--- config.mk ---
export PLATFORM = sky130hd
export DESIGN_NAME = flash_cmd_if
export DESIGN_NICKNAME = d
export VERILOG_FILES = /design/src/rtl/flash_pkg.sv /design/src/rtl/flash_rst_sync.sv /design/src/rtl/flash_query_rom.sv /design/src/rtl/flash_cmd_seq.sv /design/src/rtl/flash_array.sv /design/src/rtl/flash_cmd_if.sv
export SDC_FILE = /design/constraint.sdc
export NUM_CORES = 2
export LEC_CHECK = 0
export BUFFER_PORTS_ARGS = -buffer_cell sky130_fd_sc_hd__buf_2
export CAP_MARGIN = 25
export CORE_UTILIZATION = 60
export CTS_CLUSTER_DIAMETER = 150
export CTS_CLUSTER_SIZE = 8
export DETAILED_ROUTE_END_ITERATION = 8
export MAX_ROUTING_LAYER = met4
export PLACE_DENSITY_LB_ADDON = 0.25
export SETUP_SLACK_MARGIN = 0.2
export SLEW_MARGIN = 20
export SYNTH_ARGS = -nofsm -noshare
export SYNTH_HDL_FRONTEND = slang
export SYNTH_HIERARCHICAL = 1
export SYNTH_SLANG_ARGS = --single-unit
--- constraint.sdc ---
create_clock -name clk -period 52.3 [get_ports clk]
set_clock_uncertainty 0.15 [all_clocks]
set_input_delay 10.46 -clock clk [delete_from_list [all_inputs] [get_ports clk]]
set_output_delay 10.46 -clock clk [all_outputs]
set_load 0.02 [all_outputs]
--- src/rtl/flash_pkg.sv ---
`timescale 1ns/1ps
package flash_pkg;

  localparam logic [7:0] MODE_ARRAY  = 8'h00;
  localparam logic [7:0] CMD_READ    = 8'hFF;
  localparam logic [7:0] CMD_ERASE   = 8'h20;
  localparam logic [7:0] CMD_CLRSTAT = 8'h50;
  localparam logic [7:0] CMD_LOCK    = 8'h60;
  localparam logic [7:0] CMD_STAT    = 8'h70;
  localparam logic [7:0] CMD_QUERY   = 8'h98;
  localparam logic [7:0] CMD_BUFPGM  = 8'hE8;
  localparam logic [7:0] CMD_CONFIRM = 8'hD0;
  localparam logic [7:0] CMD_LOCKALT = 8'h01;

  localparam logic [7:0] QTAB_LEN = 8'h52;
  localparam int unsigned ST_READY = 7;
  localparam int unsigned ST_ERR   = 4;

  typedef enum logic [1:0] {
    PH_IDLE    = 2'd0,
    PH_SECOND  = 2'd1,
    PH_DATA    = 2'd2,
    PH_CONFIRM = 2'd3
  } phase_e;

  function automatic logic reads_status(input logic [7:0] cmd);
    return (cmd == CMD_ERASE) || (cmd == CMD_CLRSTAT) || (cmd == CMD_LOCK) ||
           (cmd == CMD_STAT)  || (cmd == CMD_BUFPGM);
  endfunction

  function automatic logic known_first(input logic [7:0] code);
    return (code == MODE_ARRAY) || (code == CMD_READ)  || (code == CMD_ERASE) ||
           (code == CMD_CLRSTAT) || (code == CMD_LOCK) || (code == CMD_STAT) ||
           (code == CMD_QUERY)  || (code == CMD_BUFPGM);
  endfunction

endpackage

--- src/rtl/flash_rst_sync.sv ---
`timescale 1ns/1ps
module flash_rst_sync (
  input  logic clk,
  input  logic rst_n,
  output logic srst_n
);
  logic [1:0] sync_q;

  always_ff @(posedge clk or negedge rst_n) begin
    if (!rst_n) sync_q <= 2'b00;
    else        sync_q <= {sync_q[0], 1'b1};
  end

  assign srst_n = sync_q[1];
endmodule

--- src/rtl/flash_query_rom.sv ---
`timescale 1ns/1ps
module flash_query_rom
  import flash_pkg::*;
(
  input  logic [7:0] idx,
  output logic [7:0] qbyte
);
  always_comb begin
    qbyte = 8'h00;
    if (idx < QTAB_LEN) begin
      unique case (idx)
        8'h10:   qbyte = 8'h51;
        8'h11:   qbyte = 8'h52;
        8'h12:   qbyte = 8'h59;
        8'h13:   qbyte = 8'h01;
        8'h15:   qbyte = 8'h31;
        default: qbyte = 8'h00;
      endcase
    end
  end
endmodule

--- src/rtl/flash_cmd_seq.sv ---
`timescale 1ns/1ps
module flash_cmd_seq
  import flash_pkg::*;
#(
  parameter int unsigned CNT_W = 8
) (
  input  logic        clk,
  input  logic        rst_n,
  input  logic        wr_en,
  input  logic [7:0]  wr_byte,
  output phase_e      phase_q,
  output logic [7:0]  cmd_q,
  output logic [7:0]  status_q,
  output logic        erase_go,
  output logic        prog_go
);
  phase_e           phase_d;
  logic [7:0]       cmd_d;
  logic [7:0]       status_d;
  logic [CNT_W-1:0] cnt_q, cnt_d;

  always_comb begin
    phase_d  = phase_q;
    cmd_d    = cmd_q;
    status_d = status_q;
    cnt_d    = cnt_q;
    erase_go = 1'b0;
    prog_go  = 1'b0;
    if (wr_en) begin
      unique case (phase_q)
        PH_IDLE: begin
          if ((wr_byte == MODE_ARRAY) || (wr_byte == CMD_READ)) begin
            phase_d = PH_IDLE;
            cmd_d   = MODE_ARRAY;
          end else if (wr_byte == CMD_ERASE) begin
            erase_go           = 1'b1;
            status_d[ST_READY] = 1'b1;
            phase_d            = PH_SECOND;
            cmd_d              = CMD_ERASE;
          end else if (wr_byte == CMD_CLRSTAT) begin
            status_d = 8'h00;
            phase_d  = PH_IDLE;
            cmd_d    = MODE_ARRAY;
          end else if (wr_byte == CMD_LOCK) begin
            phase_d = PH_SECOND;
            cmd_d   = CMD_LOCK;
          end else if (wr_byte == CMD_STAT) begin
            phase_d = PH_IDLE;
            cmd_d   = CMD_STAT;
          end else if (wr_byte == CMD_QUERY) begin
            phase_d = PH_SECOND;
            cmd_d   = CMD_QUERY;
          end else if (wr_byte == CMD_BUFPGM) begin
            status_d[ST_READY] = 1'b1;
            phase_d            = PH_SECOND;
            cmd_d              = CMD_BUFPGM;
          end else begin
            status_d[ST_ERR] = 1'b1;
            phase_d          = PH_IDLE;
            cmd_d            = MODE_ARRAY;
          end
        end
        PH_SECOND: begin
          if (cmd_q == CMD_ERASE) begin
            if (wr_byte == CMD_CONFIRM) begin
              status_d[ST_READY] = 1'b1;
              phase_d            = PH_IDLE;
              cmd_d              = CMD_STAT;
            end else if (wr_byte == CMD_READ) begin
              phase_d = PH_IDLE;
              cmd_d   = MODE_ARRAY;
            end else begin
              status_d[ST_ERR] = 1'b1;
              phase_d          = PH_IDLE;
              cmd_d            = MODE_ARRAY;
            end
          end else if (cmd_q == CMD_BUFPGM) begin
            cnt_d   = CNT_W'(wr_byte);
            phase_d = PH_DATA;
          end else if (cmd_q == CMD_LOCK) begin
            if ((wr_byte == CMD_CONFIRM) || (wr_byte == CMD_LOCKALT)) begin
              status_d[ST_READY] = 1'b1;
              phase_d            = PH_IDLE;
              cmd_d              = MODE_ARRAY;
            end else if (wr_byte == CMD_READ) begin
              phase_d = PH_IDLE;
              cmd_d   = MODE_ARRAY;
            end else begin
              status_d[ST_ERR] = 1'b1;
              phase_d          = PH_IDLE;
              cmd_d            = MODE_ARRAY;
            end
          end else if (cmd_q == CMD_QUERY) begin
            if (wr_byte == CMD_READ) begin
              phase_d = PH_IDLE;
              cmd_d   = MODE_ARRAY;
            end
          end else begin
            status_d[ST_ERR] = 1'b1;
            phase_d          = PH_IDLE;
            cmd_d            = MODE_ARRAY;
          end
        end
        PH_DATA: begin
          prog_go            = 1'b1;
          status_d[ST_READY] = 1'b1;
          if (cnt_q == '0) phase_d = PH_CONFIRM;
          else             cnt_d   = cnt_q - 1'b1;
        end
        PH_CONFIRM: begin
          if (wr_byte == CMD_CONFIRM) begin
            status_d[ST_READY] = 1'b1;
          end else begin
            status_d[ST_ERR] = 1'b1;
          end
          phase_d = PH_IDLE;
          cmd_d   = MODE_ARRAY;
        end
        default: begin
          phase_d = PH_IDLE;
          cmd_d   = MODE_ARRAY;
        end
      endcase
    end
  end

  always_ff @(posedge clk or negedge rst_n) begin
    if (!rst_n) begin
      phase_q  <= PH_IDLE;
      cmd_q    <= MODE_ARRAY;
      status_q <= 8'h00;
      cnt_q    <= '0;
    end else begin
      phase_q  <= phase_d;
      cmd_q    <= cmd_d;
      status_q <= status_d;
      cnt_q    <= cnt_d;
    end
  end

  AST_PROG_NEEDS_BUFCMD: assert property (@(posedge clk) disable iff (!rst_n)
    ((phase_q == PH_DATA) || (phase_q == PH_CONFIRM)) |-> (cmd_q == CMD_BUFPGM));
  AST_CLEAR_STATUS: assert property (@(posedge clk) disable iff (!rst_n)
    (wr_en && (phase_q == PH_IDLE) && (wr_byte == CMD_CLRSTAT))
      |=> ((status_q == 8'h00) && (cmd_q == MODE_ARRAY)));
  AST_ERASE_READY: assert property (@(posedge clk) disable iff (!rst_n)
    erase_go |=> (status_q[ST_READY] && (cmd_q == CMD_ERASE)));
  AST_SECOND_ABORT: assert property (@(posedge clk) disable iff (!rst_n)
    (wr_en && (phase_q == PH_SECOND) && ((cmd_q == CMD_ERASE) || (cmd_q == CMD_QUERY))
       && (wr_byte == CMD_READ))
      |=> ((phase_q == PH_IDLE) && (cmd_q == MODE_ARRAY)));
  AST_BAD_CMD_FLAG: assert property (@(posedge clk) disable iff (!rst_n)
    (wr_en && (phase_q == PH_IDLE) && !known_first(wr_byte))
      |=> (status_q[ST_ERR] && (cmd_q == MODE_ARRAY) && (phase_q == PH_IDLE)));
  AST_LOCK_ACK: assert property (@(posedge clk) disable iff (!rst_n)
    (wr_en && (phase_q == PH_SECOND) && (cmd_q == CMD_LOCK) && (wr_byte == CMD_LOCKALT))
      |=> (status_q[ST_READY] && (cmd_q == MODE_ARRAY)));
endmodule

--- src/rtl/flash_array.sv ---
`timescale 1ns/1ps
module flash_array #(
  parameter int unsigned DATA_W     = 16,
  parameter int unsigned SECT_WORDS = 16,
  parameter int unsigned NUM_SECT   = 4
) (
  input  logic                                        clk,
  input  logic                                        rst_n,
  input  logic                                        erase_go,
  input  logic                                        prog_go,
  input  logic [$clog2(SECT_WORDS*NUM_SECT)-1:0]      idx,
  input  logic [DATA_W-1:0]                           wdata,
  output logic [DATA_W-1:0]                           rd_word
);
  localparam int unsigned DEPTH = SECT_WORDS * NUM_SECT;
  localparam int unsigned IDX_W = $clog2(DEPTH);
  localparam int unsigned SEC_W = $clog2(SECT_WORDS);

  logic [DATA_W-1:0] words [DEPTH];
  logic [IDX_W-1:0]  sec_of_idx;
  logic [IDX_W-1:0]  sec_base;

  assign sec_of_idx = idx >> SEC_W;
  assign sec_base   = sec_of_idx << SEC_W;

  for (genvar w = 0; w < DEPTH; w++) begin : g_word
    localparam logic [IDX_W-1:0] WIDX = IDX_W'(w);
    localparam logic [IDX_W-1:0] WSEC = IDX_W'(w >> SEC_W);
    logic [DATA_W-1:0] word_q;
    logic              wr_hit, er_hit;

    assign wr_hit = prog_go && (idx == WIDX);
    assign er_hit = erase_go && (sec_of_idx == WSEC);

    always_ff @(posedge clk or negedge rst_n) begin
      if (!rst_n)      word_q <= '1;
      else if (wr_hit) word_q <= wdata;
      else if (er_hit) word_q <= '1;
    end

    assign words[w] = word_q;
  end

  assign rd_word = words[idx];

  AST_ERASE_FILLS_BASE: assert property (@(posedge clk) disable iff (!rst_n)
    erase_go |=> (words[$past(sec_base)] == '1));
  AST_PROG_STORES: assert property (@(posedge clk) disable iff (!rst_n)
    prog_go |=> (words[$past(idx)] == $past(wdata)));
endmodule

--- src/rtl/flash_cmd_if.sv ---
`timescale 1ns/1ps
module flash_cmd_if
  import flash_pkg::*;
#(
  parameter int unsigned DATA_W     = 16,
  parameter int unsigned SECT_WORDS = 16,
  parameter int unsigned NUM_SECT   = 4,
  parameter int unsigned ADDR_W     = 9,
  parameter int unsigned CNT_W      = 8
) (
  input  logic              clk,
  input  logic              rst_n,
  input  logic [ADDR_W-1:0] bus_addr,
  input  logic [DATA_W-1:0] bus_wdata,
  input  logic              bus_rd,
  input  logic              bus_wr,
  output logic [DATA_W-1:0] bus_rdata
);
  localparam int unsigned BYTES = DATA_W / 8;
  localparam int unsigned BSH   = $clog2(BYTES);
  localparam int unsigned DEPTH = SECT_WORDS * NUM_SECT;
  localparam int unsigned IDX_W = $clog2(DEPTH);

  logic              srst_n;
  phase_e            phase_q;
  logic [7:0]        cmd_q, status_q;
  logic              erase_go, prog_go;
  logic [IDX_W-1:0]  word_idx;
  logic [7:0]        q_idx, q_byte;
  logic [DATA_W-1:0] arr_word, rd_next;
  logic              addr_unused;

  assign word_idx    = bus_addr[BSH +: IDX_W];
  assign q_idx       = bus_addr[7:0] >> BSH;
  assign addr_unused = ^bus_addr;

  flash_rst_sync u_rst (
    .clk    (clk),
    .rst_n  (rst_n),
    .srst_n (srst_n)
  );

  flash_cmd_seq #(.CNT_W(CNT_W)) u_seq (
    .clk      (clk),
    .rst_n    (srst_n),
    .wr_en    (bus_wr),
    .wr_byte  (bus_wdata[7:0]),
    .phase_q  (phase_q),
    .cmd_q    (cmd_q),
    .status_q (status_q),
    .erase_go (erase_go),
    .prog_go  (prog_go)
  );

  flash_array #(
    .DATA_W     (DATA_W),
    .SECT_WORDS (SECT_WORDS),
    .NUM_SECT   (NUM_SECT)
  ) u_arr (
    .clk      (clk),
    .rst_n    (srst_n),
    .erase_go (erase_go),
    .prog_go  (prog_go),
    .idx      (word_idx),
    .wdata    (bus_wdata),
    .rd_word  (arr_word)
  );

  flash_query_rom u_rom (
    .idx   (q_idx),
    .qbyte (q_byte)
  );

  always_comb begin
    if (cmd_q == CMD_QUERY)       rd_next = DATA_W'(q_byte);
    else if (reads_status(cmd_q)) rd_next = DATA_W'(status_q);
    else                          rd_next = arr_word;
  end

  always_ff @(posedge clk or negedge srst_n) begin
    if (!srst_n)     bus_rdata <= '0;
    else if (bus_rd) bus_rdata <= rd_next;
  end

  AST_QUERY_PAST_END: assert property (@(posedge clk) disable iff (!srst_n)
    (bus_rd && (cmd_q == CMD_QUERY) && (q_idx >= QTAB_LEN)) |=> (bus_rdata == '0));
  AST_STATUS_READ: assert property (@(posedge clk) disable iff (!srst_n)
    (bus_rd && (cmd_q == CMD_STAT)) |=> (bus_rdata == DATA_W'($past(status_q))));
  AST_RDATA_HOLD: assert property (@(posedge clk) disable iff (!srst_n)
    !bus_rd |=> $stable(bus_rdata));
  AST_PHASE_MODE: assert property (@(posedge clk) disable iff (!srst_n)
    (phase_q == PH_IDLE) |-> ((cmd_q == MODE_ARRAY) || (cmd_q == CMD_STAT)));
endmodule

-- Yosys cells after proc, flatten, opt, wreduce, memory -nomap -nowiden
Cells that the tools add are included.
- add/subtract/negate cells: 1
- $lt $le $gt $ge: 2
- equality and inequality tests: 112
- multiplexer cells: 141
- bitwise gates (word level): 1
- reductions and logical operators: 150
- operators with widths (cell ; count):
    $mux W16 ; 72
    $eq A6 B6 Y1 const B ; 32
    $mux W8 ; 17
    $reduce_bool A2 Y1 ; 65
    $bmux W16 S6 ; 1
    $eq A6 B5 Y1 const B ; 16
    $logic_and A1 B1 Y1 ; 68
    $eq A6 B4 Y1 const B ; 8
    $eq A8 B7 Y1 const B ; 6
    $eq A8 B8 Y1 const B ; 6
    $eq A7 B5 Y1 const B ; 5
    $pmux W7 S5 ; 1
    $mux W1 ; 31
    $eq A6 B3 Y1 const B ; 4
    $mux W2 ; 12
    $pmux W8 S3 ; 1
    $eq A8 B6 Y1 const B ; 2
    $logic_not A8 Y1 ; 2
    $pmux W8 S2 ; 1
    $ne A3 B2 Y1 const B ; 5
    $reduce_and A13 Y1 ; 1
    $eq A6 B2 Y1 const B ; 2
    $logic_not A6 Y1 ; 2
    $ne A2 B2 Y1 const B ; 6
    27 further kinds ; 41
- flip-flop bits (word level): 1062
- input bits: 29
- output and inout port bits: 16

-- Longest topological paths before layout
- depth in word-level cells: 9
- mapped depth: 11
- mapped depth without buffers: 7

-- By module
Netlist, hierarchy kept.
- by module, submodules not included (module ; instances ; cells an instance ; area an instance (um2) ; seq. area each (um2)):
    flash_array ; 1 ; 5197 ; 49563.8 ; 26905.8
    flash_cmd_seq ; 1 ; 184 ; 1405.1 ; 400.4
    flash_cmd_if ; 1 ; 91 ; 858.3 ; 400.4
    flash_query_rom ; 1 ; 16 ; 117.6 ; 0.0
    flash_rst_sync ; 1 ; 3 ; 53.8 ; 50.0

-- Worst setup path before layout
Ideal clock, no wire load.
- path kind: input -> register
- start: input bus_addr[2]
- end: register bus_rdata[5]
- setup time: 0.160 ns
- data arrival time: 12.528 ns
- data required time: 51.990 ns
- path slack: 39.462 ns
- cell stages on the path: 9
- cells stage by stage: buf_2 clkbuf_1 clkbuf_1 mux4_2 a22oi_1 a21oi_1 or4_1 mux2i_1 a222oi_1
- longest elaborated chain between the ends: 6
- elaborated cells on any way between the ends: 14
- those cells by class: 1 x order compare; 5 x eq/ne; 7 x mux; 1 x bitwise
- ends and longest elaborated chain (what ; line ; text):
    start, declared ; flash_cmd_if.sv:13 ; input logic [ADDR_W-1:0] bus_addr,
    $not A6 Y7 (implied by the code) ; flash_array.sv:44 ; assign rd_word = words[idx];
    $bmux W16 S6 ; flash_array.sv:44 ;
    $mux W16 (implied by the code) (2 in series) ; flash_array.sv:44 ;
    via arr_word[5] ; flash_cmd_if.sv:30 ; logic [DATA_W-1:0] arr_word, rd_next;
    $mux W16 ; flash_cmd_if.sv:76 ; else if (reads_status(cmd_q)) rd_next = DATA_W'(status_q);
    $mux W16 ; flash_cmd_if.sv:75 ; if (cmd_q == CMD_QUERY) rd_next = DATA_W'(q_byte);
    end signal, assigned ; flash_cmd_if.sv:82 ; else if (bus_rd) bus_rdata <= rd_next;
    end, declared ; flash_cmd_if.sv:17 ; output logic [DATA_W-1:0] bus_rdata
The timed path passes the listed nets, and every way through them passes these cells. The select of a mux whose other input is x is not followed.
A chain may end at the register's enable or synchronous reset.

-- Worst setup path after layout
- start: input bus_addr[1]
- end: register bus_rdata[1]
The elaborated chain is that of the path after synthesis.

==> results.md <==
* Status: complete, no violations
* Combinational share of power at 0.054
* Sequential fraction of the synthesis area at 0.534
* Synth async-reset ratio at 1.00
* Final wirelength at 141000 um
* Startpoint Class: primary input
* CTS tree: built
* Clk pwr share at 0.474
* Setup violators final at 0
* Horiz. Die Dim at 296 um
* Hold buffer count at cts at 0
* Synth Area in Compound Gates at 0.134
* Post-synth EDFFs at 0
* DR vias/cell at 6.22
* Critical path required time at 52.71 ns
* Post-Synth Simple-Gate Area at 0.172
* Worst-path fanout max at 106
* FILL cells at 6430
* Die area at 87800 um^2
* Resized cells post-CTS at 0
* Worst-path clk slew at 0.05 ns
* Hold path cells at 0
* Initial Util at 0.608
* I/O Buffers at 42
* Final nets at 5266
* Post-route clock period utilization at 0.291
* Setup crit end kind: register
* Crit path depth at 10
* Post-layout min period at 15.20 ns
* Syn Area/Cell at 9.47 um^2
* FF+latch area at 27800 um^2
* RePlAce Congestion at 0.891
* WP buf/inv at 4
* Largest net degree at the start of global routing at 257
* Layout cells sized above 1 at 0.313
* Skew-Pair Late Insertion Delay at 0.73 ns
* Clock sinks at 1058
* DRT Pass-1 Iters at 9
* Row cnt at 107
* Static leakage at 20.5 nW
* Antenna Nets Post-Route at 0
* Setup tns final at 0 ns
* Main combinational cell family by area after synthesis: simple AND/OR/NAND/NOR gates
* Area occupied by multi-input gates at 22000 um^2
* # IOs at 45
* RSZ-0062 raised after global routing: false
* F_max at 65.8 MHz
* Gr ovfl total at 0
* WP data arrival at 15.61 ns
* Dominant synthesized flop cell: dfstp_2
* CORE AREA at 85500 um^2
* VDD IR-drop max at 33.7 uV
* Iter 0 DRT Violations at 4583
* Final Hold Vio Count at 0
* Dpl hpwl at 76200 um
* Htree depth at 4
* Most common cell after layout, fill and taps aside: nor2_1
* Root Driver: clkbuf_16
* Post-Synth XOR/XNOR Area at 0
* Most frequent cells in the layout: nor2_1, dfstp_2, nand2_1
* Max Buffers Root-to-Sink at 3
* Max Slew Vio Count at 0
* Initial antenna violation count at 7
* Sequential fraction of design power at 0.472
* CP top delay family: buffers and inverters
* Most frequent CP cell: buf_4
* Worst Hold Class: register to register
* Worst Path Class, Setup: primary input to register
* Critical-path cell list: buf_8 -> buf_12 -> buf_4 -> buf_4 -> mux4_2 -> a22oi_1 -> a21oi_1 -> or4_1 -> mux2i_1 -> a222oi_1
* Synth warnings at 6
* Max-cap violation count at 0
* Power density cells at 32.2 nW/um^2
* Sw Ratio at 0.231
* Synthesized cell area at 52000 um^2
* Cells after synthesis at 5491
* Final Core Density at 0.663
* Register bit count reported by yosys at 1058
* DRC viols at 0
* CP peak stage delay at 0.86 ns
* Vias in the first global route at 38500
* Pwr Total at 1.83 mW
* CP max stage cell: buf_4
* Vias at 39800
* Worst Max-Slew Pin Slew at 1.35 ns
* Int Pwr at 1.40 mW
* Worst relative slew slack at 0.101
* Synth cell types at 62
* Adder-Cell Fraction of Synth Area at 0.000481
* Area grow syn2layout at 9.08%
* R2R depth at 4
* Total Routing Usage GR at 0.333
* Setup Buffers After CTS at 0
* Mux cell area share after synthesis at 0.113
* Die Ht at 296 um
* First-pass GRT wire length at 218000 um
* NetSw at 0.421 mW
* Number of clock buffers inserted by TritonCTS at 150
* Drt wl/cell at 22.0 um
-- state kept, by name, indices dropped and copies added (netlist names), named ones only --
signal,count
u_arr/g_word.word_q,1024
u_seq/phase_q,1
u_seq/cmd_q,4
u_seq/cnt_q,8
bus_rdata,16
u_seq/status_q,2
u_rst/sync_q,2
-- worst paths after layout --
check / to / slack, ns / startpoint
setup reg to reg: u_seq/cnt_q[4] / 48.24 / u_rst/sync_q[1]
setup / recovery: bus_rdata[1] / 37.10 / bus_addr[1]
hold reg to reg: u_rst/sync_q[1] / 0.20 / u_rst/sync_q[0]
min in group asynchronous: u_arr/g_word[35].word_q[8] / 0.53 / u_rst/sync_q[1]
hold / removal: u_rst/sync_q[1] / 0.20 / u_rst/sync_q[0]
max in group asynchronous: u_rst/sync_q[1] / 42.55 / rst_n
-- logic make-up after synthesis --
group,after synthesis
AOI/OAI and AO/OA,1297
adders and majority gates,2
buffers and inverters,599
DFF,1058
muxes,265
other,4
and+or+nand+nor,2266
-- cell usage after synthesis (5+ instances only) --
cell type | n | area, um^2
nor2_1 | 1473 | 5530
dfstp_2 | 1024 | 26900
nand2_1 | 636 | 2390
o21ai_0 | 622 | 3110
a21oi_1 | 495 | 2480
clkbuf_1 | 448 | 1680
mux4_2 | 256 | 5770
a22oi_1 | 129 | 968
buf_1 | 69 | 259
dfrtp_1 | 34 | 851
nor3_1 | 33 | 165
inv_1 | 31 | 116
buf_2 | 21 | 105
nand3_1 | 19 | 95.1
or4_1 | 18 | 135
buf_6 | 16 | 180
and3_1 | 13 | 81.3
buf_4 | 13 | 97.6
nand2b_1 | 12 | 75.1
or3_1 | 10 | 62.6
a222oi_1 | 8 | 80.1
mux2i_1 | 8 | 80.1
nand3b_1 | 8 | 60.1
o22ai_1 | 8 | 50.1
nor2b_1 | 7 | 43.8
nor4_1 | 7 | 43.8
a211oi_1 | 6 | 45.0
a31oi_1 | 5 | 31.3
nor3b_1 | 5 | 37.5
-- through the flow --
step                      setup WS (ns)  hold slack (ns)  cell area [um^2]  cells
after global placement            36.26            0.189             52400   6212
final                             37.10            0.205             56700   6404
after detailed placement          36.29            0.195             52600   6223
after global routing              36.74            0.215             56700   6404
after floorplan                   22.26            0.181             52000   5500
after CTS                         37.02            0.208             56600   6397
-- power groups by stage --
stage | Combinational, mW | Sequential (mW) | Clock, mW
final | 0.0992 | 0.861 | 0.865
after global routing | 0.107 | 0.862 | 0.909
after CTS | 0.0984 | 0.861 | 0.877
after detailed placement | 0.0980 | 0.871 | 0
after global placement | 0.0965 | 0.870 | 0
after floorplan | 0.0595 | 0.875 | 0
-- metal layers --
layer | share of wire | wire (um) | global-route usage
met5 | 0 | 0 | -
met4 | 0.038 | 5400 | 0.132
met3 | 0.095 | 13400 | 0.0613
met2 | 0.46 | 64200 | 0.494
met1 | 0.41 | 57800 | 0.456
-- layout make-up --
class,count,share of cell area
antenna,3,0.000132
sequential,1058,0.489
clock buffer,165,0.0694
clock inverter,9,0.00203
inverter,31,0.00205
tap,1144,0.0252
timing repair buffer,151,0.0235
multi-input combinational,3843,0.388
(Power assumes the default switching activity.)
